==> config.mk <==
export PLATFORM = sky130hd
export DESIGN_NAME = ide_dma_seq
export DESIGN_NICKNAME = d
export VERILOG_FILES = /design/src/rtl/ide_dma_seq_pkg.sv /design/src/rtl/ide_dma_seq_ctrl.sv /design/src/rtl/ide_dma_seq_dp.sv /design/src/rtl/ide_dma_seq.sv
export SDC_FILE = /design/constraint.sdc
export NUM_CORES = 1
export LEC_CHECK = 0
export BUFFER_PORTS_ARGS = -buffer_cell sky130_fd_sc_hd__buf_4
export CORE_ASPECT_RATIO = 0.8
export CORE_MARGIN = 2
export CORE_UTILIZATION = 57
export CTS_CLUSTER_DIAMETER = 150
export DETAILED_ROUTE_END_ITERATION = 12
export PLACE_DENSITY = 0.82
export SYNTH_ARGS = -nofsm -noshare
export SYNTH_HDL_FRONTEND = slang
export SYNTH_SLANG_ARGS = --single-unit
==> constraint.sdc <==
create_clock -name clk -period 5.13 [get_ports clk]
set_clock_uncertainty 0.05 [all_clocks]
set_input_delay 1.026 -clock clk [delete_from_list [all_inputs] [get_ports clk]]
set_output_delay 1.026 -clock clk [all_outputs]
set_load 0.005 [all_outputs]
==> src/rtl/ide_dma_seq_pkg.sv <==
package ide_dma_seq_pkg;
  typedef enum logic [1:0] {
    CMD_READ  = 2'd0,
    CMD_WRITE = 2'd1,
    CMD_TRIM  = 2'd2
  } cmdKind_e;

  localparam logic [7:0] ST_READY = 8'h40;
  localparam logic [7:0] ST_SEEK  = 8'h10;
  localparam logic [7:0] ST_ERR   = 8'h01;

  // strobes from control to datapath
  typedef struct packed {
    logic load;    // new command
    logic issue;   // block data request
    logic copy;    // direct-copy request
    logic commit;  // advance index after success
    logic finOk;   // good ending
    logic finErr;  // error ending
    logic done;    // end current chunk
  } seqStrobe_t;
endpackage

==> src/rtl/ide_dma_seq_ctrl.sv <==
module ide_dma_seq_ctrl
  import ide_dma_seq_pkg::*;
(
  input  logic       clk,
  input  logic       rstN,
  input  logic       startPulse,
  input  logic       chunkValid,
  input  logic       dmaGate,
  input  logic       xferDone,
  input  logic       xferErr,
  input  logic       remLE0,
  input  logic       lenZero,
  input  logic       noLba,
  input  logic       isTrim,
  input  logic       remAfterLE0,
  output seqStrobe_t stb,
  output logic       actFlag,
  output logic       busy
);
  typedef enum logic {S_IDLE, S_WAIT} state_e;
  state_e state, nextState;
  logic nextAct;

  always_comb begin
    stb       = '0;
    nextState = state;
    nextAct   = actFlag;
    if (startPulse) begin
      stb.load  = 1'b1;
      nextAct   = 1'b1;
      nextState = S_IDLE;
    end else begin
      unique case (state)
        S_IDLE: if (chunkValid && actFlag && dmaGate) begin
          if (remLE0) begin
            stb.finOk = 1'b1; stb.done = 1'b1; nextAct = 1'b0;
          end else if (lenZero || isTrim) begin
            stb.done = 1'b1;
          end else if (noLba) begin
            stb.copy = 1'b1; stb.finOk = 1'b1; stb.done = 1'b1; nextAct = 1'b0;
          end else begin
            stb.issue = 1'b1; nextState = S_WAIT;
          end
        end
        S_WAIT: if (xferDone) begin
          nextState = S_IDLE;
          stb.done  = 1'b1;
          if (xferErr) begin
            stb.finErr = 1'b1; nextAct = 1'b0;
          end else begin
            stb.commit = 1'b1;
            if (remAfterLE0) begin
              stb.finOk = 1'b1; nextAct = 1'b0;
            end
          end
        end
        default: nextState = S_IDLE;
      endcase
    end
  end

  always_ff @(posedge clk or negedge rstN) begin
    if (!rstN) begin
      state   <= S_IDLE;
      actFlag <= 1'b0;
    end else begin
      state   <= nextState;
      actFlag <= nextAct;
    end
  end

  assign busy = (state == S_WAIT);
endmodule

==> src/rtl/ide_dma_seq_dp.sv <==
module ide_dma_seq_dp
  import ide_dma_seq_pkg::*;
#(
  parameter int LBA_W  = 32,
  parameter int SEC_W  = 16,
  parameter int BUF_W  = 24,
  parameter int LEN_W  = 16,
  parameter int ADDR_W = 32
) (
  input  logic              clk,
  input  logic              rstN,
  input  seqStrobe_t        stb,
  input  logic              isOptical,
  input  logic [1:0]        cmdKind,
  input  logic [LBA_W-1:0]  lbaIn,
  input  logic [SEC_W-1:0]  sectorCnt,
  input  logic [BUF_W-1:0]  packetBytes,
  input  logic [LEN_W-1:0]  chunkLen,
  input  logic [ADDR_W-1:0] chunkAddr,
  output logic              remLE0,
  output logic              lenZero,
  output logic              noLba,
  output logic              isTrim,
  output logic              remAfterLE0,
  output logic              reqValid,
  output logic              reqWrite,
  output logic              reqCopy,
  output logic [LBA_W+11:0] reqOffset,
  output logic [LEN_W-1:0]  reqBytes,
  output logic [ADDR_W-1:0] reqAddr,
  output logic [7:0]        statusByte,
  output logic              irqPulse,
  output logic              chunkDone,
  output logic              remainderClr,
  output logic [SEC_W-1:0]  sectorsLeft
);
  localparam int SZ_W  = (BUF_W > SEC_W + 9) ? BUF_W : SEC_W + 9;
  localparam int REM_W = SZ_W + 1;
  localparam int OFF_W = LBA_W + 12;

  logic signed [REM_W-1:0] remBytes, remAfter;
  logic [SZ_W-1:0]  bufIdx;
  logic [LBA_W-1:0] lbaReg;
  logic             optReg;
  cmdKind_e         kindReg;
  logic [LEN_W-1:0] lenReg;
  logic [OFF_W-1:0] offNow;
  logic [LEN_W-1:0] copyBytes;
  logic [SEC_W-1:0] chunkSecs;
  logic [LEN_W:0]   lenRound;

  assign remLE0      = remBytes[REM_W-1] || (remBytes == '0);
  assign remAfter    = remBytes - $signed(REM_W'(lenReg));
  assign remAfterLE0 = remAfter[REM_W-1] || (remAfter == '0);
  assign lenZero     = (chunkLen == '0);
  assign noLba       = optReg && (&lbaReg);
  assign isTrim      = (kindReg == CMD_TRIM);

  assign offNow    = (OFF_W'(lbaReg) << (optReg ? 11 : 9)) + OFF_W'(bufIdx);
  assign copyBytes = (REM_W'(chunkLen) > remBytes) ? LEN_W'(remBytes) : chunkLen;
  assign lenRound  = {1'b0, chunkLen} + (LEN_W+1)'(511);
  assign chunkSecs = SEC_W'(lenRound >> 9);

  always_ff @(posedge clk or negedge rstN) begin
    if (!rstN) begin
      remBytes <= '0; bufIdx <= '0; lbaReg <= '0; optReg <= 1'b0;
      kindReg <= CMD_READ; lenReg <= '0; sectorsLeft <= '0;
      reqValid <= 1'b0; reqWrite <= 1'b0; reqCopy <= 1'b0;
      reqOffset <= '0; reqBytes <= '0; reqAddr <= '0;
      statusByte <= 8'h00; irqPulse <= 1'b0; chunkDone <= 1'b0;
      remainderClr <= 1'b0;
    end else begin
      reqValid     <= 1'b0;
      irqPulse     <= 1'b0;
      chunkDone    <= 1'b0;
      remainderClr <= 1'b0;
      if (stb.load) begin
        remBytes    <= isOptical ? $signed(REM_W'(packetBytes))
                                 : $signed(REM_W'({sectorCnt, 9'b0}));
        bufIdx      <= '0;
        lbaReg      <= lbaIn;
        optReg      <= isOptical;
        kindReg     <= cmdKind_e'(cmdKind);
        sectorsLeft <= sectorCnt;
        statusByte  <= 8'h00;
      end
      if (stb.issue) begin
        reqValid  <= 1'b1;
        reqCopy   <= 1'b0;
        reqWrite  <= (kindReg == CMD_WRITE);
        reqOffset <= offNow;
        reqBytes  <= chunkLen;
        reqAddr   <= chunkAddr;
        lenReg    <= chunkLen;
        if (!optReg) sectorsLeft <= sectorsLeft - chunkSecs;
      end
      if (stb.copy) begin
        reqValid  <= 1'b1;
        reqCopy   <= 1'b1;
        reqWrite  <= 1'b0;
        reqOffset <= '0;
        reqBytes  <= copyBytes;
        reqAddr   <= chunkAddr;
      end
      if (stb.commit) begin
        remBytes <= remAfter;
        bufIdx   <= bufIdx + SZ_W'(lenReg);
      end
      if (stb.finOk) begin
        statusByte <= ST_READY | ST_SEEK;
        irqPulse   <= 1'b1;
      end
      if (stb.finErr) begin
        statusByte   <= ST_READY | ST_ERR;
        irqPulse     <= 1'b1;
        remainderClr <= 1'b1;
      end
      if (stb.done) chunkDone <= 1'b1;
    end
  end
endmodule

==> src/rtl/ide_dma_seq.sv <==
module ide_dma_seq
  import ide_dma_seq_pkg::*;
#(
  parameter int LBA_W  = 32,
  parameter int SEC_W  = 16,
  parameter int BUF_W  = 24,
  parameter int LEN_W  = 16,
  parameter int ADDR_W = 32
) (
  input  logic              clk,
  input  logic              rstN,
  input  logic              startPulse,
  input  logic              isOptical,
  input  logic [1:0]        cmdKind,
  input  logic [LBA_W-1:0]  lbaIn,
  input  logic [SEC_W-1:0]  sectorCnt,
  input  logic [BUF_W-1:0]  packetBytes,
  input  logic              dmaGate,
  input  logic              chunkValid,
  input  logic [LEN_W-1:0]  chunkLen,
  input  logic [ADDR_W-1:0] chunkAddr,
  input  logic              xferDone,
  input  logic              xferErr,
  output logic              reqValid,
  output logic              reqWrite,
  output logic              reqCopy,
  output logic [LBA_W+11:0] reqOffset,
  output logic [LEN_W-1:0]  reqBytes,
  output logic [ADDR_W-1:0] reqAddr,
  output logic [7:0]        statusByte,
  output logic              irqPulse,
  output logic              chunkDone,
  output logic              chunkBusy,
  output logic              remainderClr,
  output logic              dmaActive,
  output logic [SEC_W-1:0]  sectorsLeft
);
  seqStrobe_t stb;
  logic remLE0, lenZero, noLba, isTrim, remAfterLE0;

  ide_dma_seq_ctrl i_ctrl (
    .clk(clk), .rstN(rstN), .startPulse(startPulse), .chunkValid(chunkValid),
    .dmaGate(dmaGate), .xferDone(xferDone), .xferErr(xferErr),
    .remLE0(remLE0), .lenZero(lenZero), .noLba(noLba), .isTrim(isTrim),
    .remAfterLE0(remAfterLE0), .stb(stb), .actFlag(dmaActive), .busy(chunkBusy)
  );

  ide_dma_seq_dp #(
    .LBA_W(LBA_W), .SEC_W(SEC_W), .BUF_W(BUF_W), .LEN_W(LEN_W), .ADDR_W(ADDR_W)
  ) i_dp (
    .clk(clk), .rstN(rstN), .stb(stb), .isOptical(isOptical), .cmdKind(cmdKind),
    .lbaIn(lbaIn), .sectorCnt(sectorCnt), .packetBytes(packetBytes),
    .chunkLen(chunkLen), .chunkAddr(chunkAddr),
    .remLE0(remLE0), .lenZero(lenZero), .noLba(noLba), .isTrim(isTrim),
    .remAfterLE0(remAfterLE0), .reqValid(reqValid), .reqWrite(reqWrite),
    .reqCopy(reqCopy), .reqOffset(reqOffset), .reqBytes(reqBytes),
    .reqAddr(reqAddr), .statusByte(statusByte), .irqPulse(irqPulse),
    .chunkDone(chunkDone), .remainderClr(remainderClr), .sectorsLeft(sectorsLeft)
  );
endmodule

==> flow_summary.yaml <==
clock_network:
  cts_resized: 0
  cts.sinks: 221
  postCtsHoldBufs: 0
  clkTransAtPathRegs_ns: 0.06
  htreeDepth: 1
  cts-root-buf: "clkbuf_16"
  cts_buffers: 24
  insertion_delay_ns: 0.52
  tritoncts: "yes"
  cts_setup_buffers: 0
  cts.path.max_buffers: 3
yosys:
  synth_cells: 1452
  synth_edf_count: 0
  syn_area_um2: 13330
  synth.distinct_cells: 84
  ys_async_sr_fraction_pct: 100.0
  synthFlopType: "dfrtp_1"
  synth-seq-cells: 221
  synth.yosys.warnings: 0
  synth_area_leaders: "dfrtp_1 (41%), nand2_1 (7.6%), ha_1 (6.8%)"
  synth-seq-area-share_pct: 41.50
  synth.avg_cell_area_um2: 9.178
  yosysTopAreaCellShare_pct: 41.50
  synth_area_leader_cell: "dfrtp_1"
global_routing:
  grt_max_degree: 127
  overflow: 0
  grt_pass1_wl_mm: 60.11
  top_usage_layer: "met2"
  grt_pass1_vias: 11668
  met3_usage_pct: 4.342
  antenna_found_initial: 1
  grtUsageTotal_pct: 30.28
  gr-usage-met1_pct: 43.03
  gr-usage-met2_pct: 48.66
worst_hold_path:
  hold_class: "flip-flop to flip-flop"
critical_path:
  crit_type: "flip-flop to flip-flop"
  cp_data_arrival_time_ns: 4.58
  critPathCaptureType: "flip-flop"
  crit_path_max_fanout: 10
  cp.required_ns: 5.48
  r2r_slack_ns: 0.90
  start_kind: "flip-flop"
sta:
  slew_headroom_pct: 19.71
  finalCriticalPeriod_ns: 4.233
  finalCritPeriodShare_pct: 82.51
  final_hold_viol_count: 0
  worstMarginPinSlew_ns: 1.200
  final-max-slew-violation-count: 0
  timing.fmax_mhz: 236.3
  setup_viol: 0
  grt_setup_unrepaired: "no"
  tns_ns: 0
die:
  die-area_um2: 24630
  fp.dieW_um: 175.0
  fp.dieH_um: 140.8
  coreArea_um2: 23150
  placementRows: 50
  io_pins: 254
  initial_core_util_pct: 57.57
placement:
  dpl_cell_area_um2: 15400
  portBuffers: 248
  gp_congestion: 0.9378
  hpwl_mm: 28.15
finish:
  syn2layout_area_growth_pct: 22.25
  regArea_um2: 5530
  drive_above_1_share_pct: 22.43
  postLayoutCellArea_um2: 16290
  layout.nets: 1879
  fill_cells: 1794
  multiInputGateArea_um2: 7306
power:
  vdd_ir_drop_max_mv: 0.2649
  p_per_area_nw_per_um2: 364.1
  swShare_pct: 32.13
  power.switching_mw: 1.906
  pwr-share-comb_pct: 29.9
  leakagePower_nw: 7.869
  p_seq_share_pct: 37.9
  pwr-share-clk_pct: 32.2
  p_int_mw: 4.026
drt:
  viasPerCell: 5.982
  finalWirelength_mm: 37.93
  antenna_left: 0
  wl_per_cell_um: 18.94
  dr.pass1.iters: 6
  via_count: 11982
  drtIter0Drc: 1092
  drc: 0
flow_run:
  cap_violations: 0
status:
  status: "complete, no violations"
flip-flops by register name (all words and copies together) (netlist names):
| signal | cells |
|---|---|
| i_dp.reqBytes | 16 |
| i_dp.irqPulse | 1 |
| i_dp.reqOffset | 44 |
| i_dp.bufIdx | 25 |
| i_ctrl.actFlag | 1 |
| i_dp.reqWrite | 1 |
| i_dp.optReg | 1 |
| i_dp.reqValid | 1 |
| i_dp.reqCopy | 1 |
| i_dp.remBytes | 26 |
| i_dp.remainderClr | 1 |
| i_dp.reqAddr | 32 |
| i_dp.sectorsLeft | 16 |
| i_dp.chunkDone | 1 |
| i_dp.statusByte | 3 |
| i_dp.lbaReg | 32 |
| i_dp.kindReg | 2 |
| i_dp.lenReg | 16 |
| i_ctrl.busy | 1 |
kinds of logic after synthesis:
kind of cell    Yosys count  share of synthesized area, %
compound gates          322                         15.69
buf+inv                 126                         3.830
flops                   221                         41.50
other cells               1                       0.02814
fa+ha+maj                76                         7.361
xor+xnor                 80                         5.258
mux                     102                         8.234
simple gates            524                         18.10
power by group through the flow:
| stage | sequential, mW | clock (mW) | combinational, mW |
|---|---|---|---|
| after floorplan | 2.22 | 0 | 1.05 |
| after global placement | 2.26 | 0 | 1.70 |
| after detailed placement | 2.27 | 0 | 1.74 |
| after CTS | 2.24 | 1.93 | 1.76 |
| after global routing | 2.28 | 2.00 | 1.95 |
| final | 2.25 | 1.91 | 1.77 |
synth_stat cells (4+ instances only):
cell type and n:
and3_1 8, nand3b_1 5, dfrtp_1 221, a22o_1 5, o31ai_1 16, buf_4 6, o211ai_1 4, o21ai_0 131
o21a_1 16, a21o_1 18, xnor2_1 44, inv_1 54, nand3_1 33, buf_2 5, or3_1 12, clkbuf_1 55
mux2_2 57, o21bai_1 7, a221o_1 5, a2111oi_0 4, xor2_1 36, a22oi_1 7, nor2_1 63, nor3b_1 5
nand4_1 21, a211oi_1 10, and2_1 12, nor2b_1 12, fa_1 4, o221ai_1 6, nor4_1 14, ha_1 72
nor3_1 37, nand2b_1 15, a21oi_1 46, nand2_1 270, mux2i_1 44
routing by layer:
metal  routed length, µm  vias to the layer above
met5                   0                        -
met4                1229                        0
met3                2953                       90
met2               16980                      583
met1               16770                     5722
li1                    -                     5587
layout by cell type, fill, tap and decap left out, types with 24 or more instances in the layout:
| master | n |
|---|---|
| a21oi_1 | 46 |
| buf_4 | 260 |
| clkbuf_16 | 24 |
| dfrtp_1 | 221 |
| ha_1 | 72 |
| inv_1 | 54 |
| mux2_2 | 57 |
| mux2i_1 | 44 |
| nand2_1 | 270 |
| nand3_1 | 33 |
| nor2_1 | 63 |
| nor3_1 | 37 |
| o21ai_0 | 131 |
| xnor2_1 | 44 |
| xor2_1 | 36 |
path summary, 6_finish.rpt:
kind,start,endpoint,cells past startpoint
hold reg to reg,i_dp.reqWrite,i_dp.reqWrite,2
hold / removal,i_dp.reqWrite,i_dp.reqWrite,2
setup reg to reg,i_dp.optReg,i_dp.reqOffset[42],12
max in group asynchronous,rstN,i_dp.remBytes[18],2
min in group asynchronous,rstN,i_dp.reqAddr[20],1
setup / recovery,i_dp.optReg,i_dp.reqOffset[42],12
worst max-delay path, stage by stage, from the launching register on:
cell       delay (ns)
dfrtp_1          0.53
mux2_2           0.40
ha_1             0.33
o21ai_0          0.14
o21a_1           0.22
o31ai_1          0.39
o31ai_1          0.17
o311ai_0         0.48
o2111ai_1        0.34
nor2_1           0.40
nand4_1          0.19
xnor2_1          0.19
a32o_1           0.28
area by class of cell:
type                            instances  area share (%)
Antenna cell                            1         0.01536
Clock buffer                           32           4.178
Clock inverter                         11           1.260
Inverter                               56           1.290
Multi-Input combinational cell       1109           44.84
Sequential cell                       221           33.95
Tap cell                              312           2.396
Timing Repair Buffer                  261           12.07
metrics by stage:
| step | util (%) | worst slack [ns] | cells | hold slack, ns | power (mW) |
|---|---|---|---|---|---|
| 2_1_floorplan | - | 0.7034 | 1456 | 0.4128 | 3.267 |
| 3_3_place_gp | 66.55 | 0.7065 | 1959 | 0.4032 | 3.957 |
| 3_5_place_dp | 66.55 | 0.5507 | 1959 | 0.4071 | 4.013 |
| 4_1_cts | 70.37 | 0.9555 | 2002 | 0.4209 | 5.932 |
| 5_1_grt | 70.37 | 0.6707 | 2002 | 0.4426 | 6.239 |
| 6_report | 70.38 | 0.8974 | 2003 | 0.4168 | 5.932 |
(Power assumes the default switching activity.)
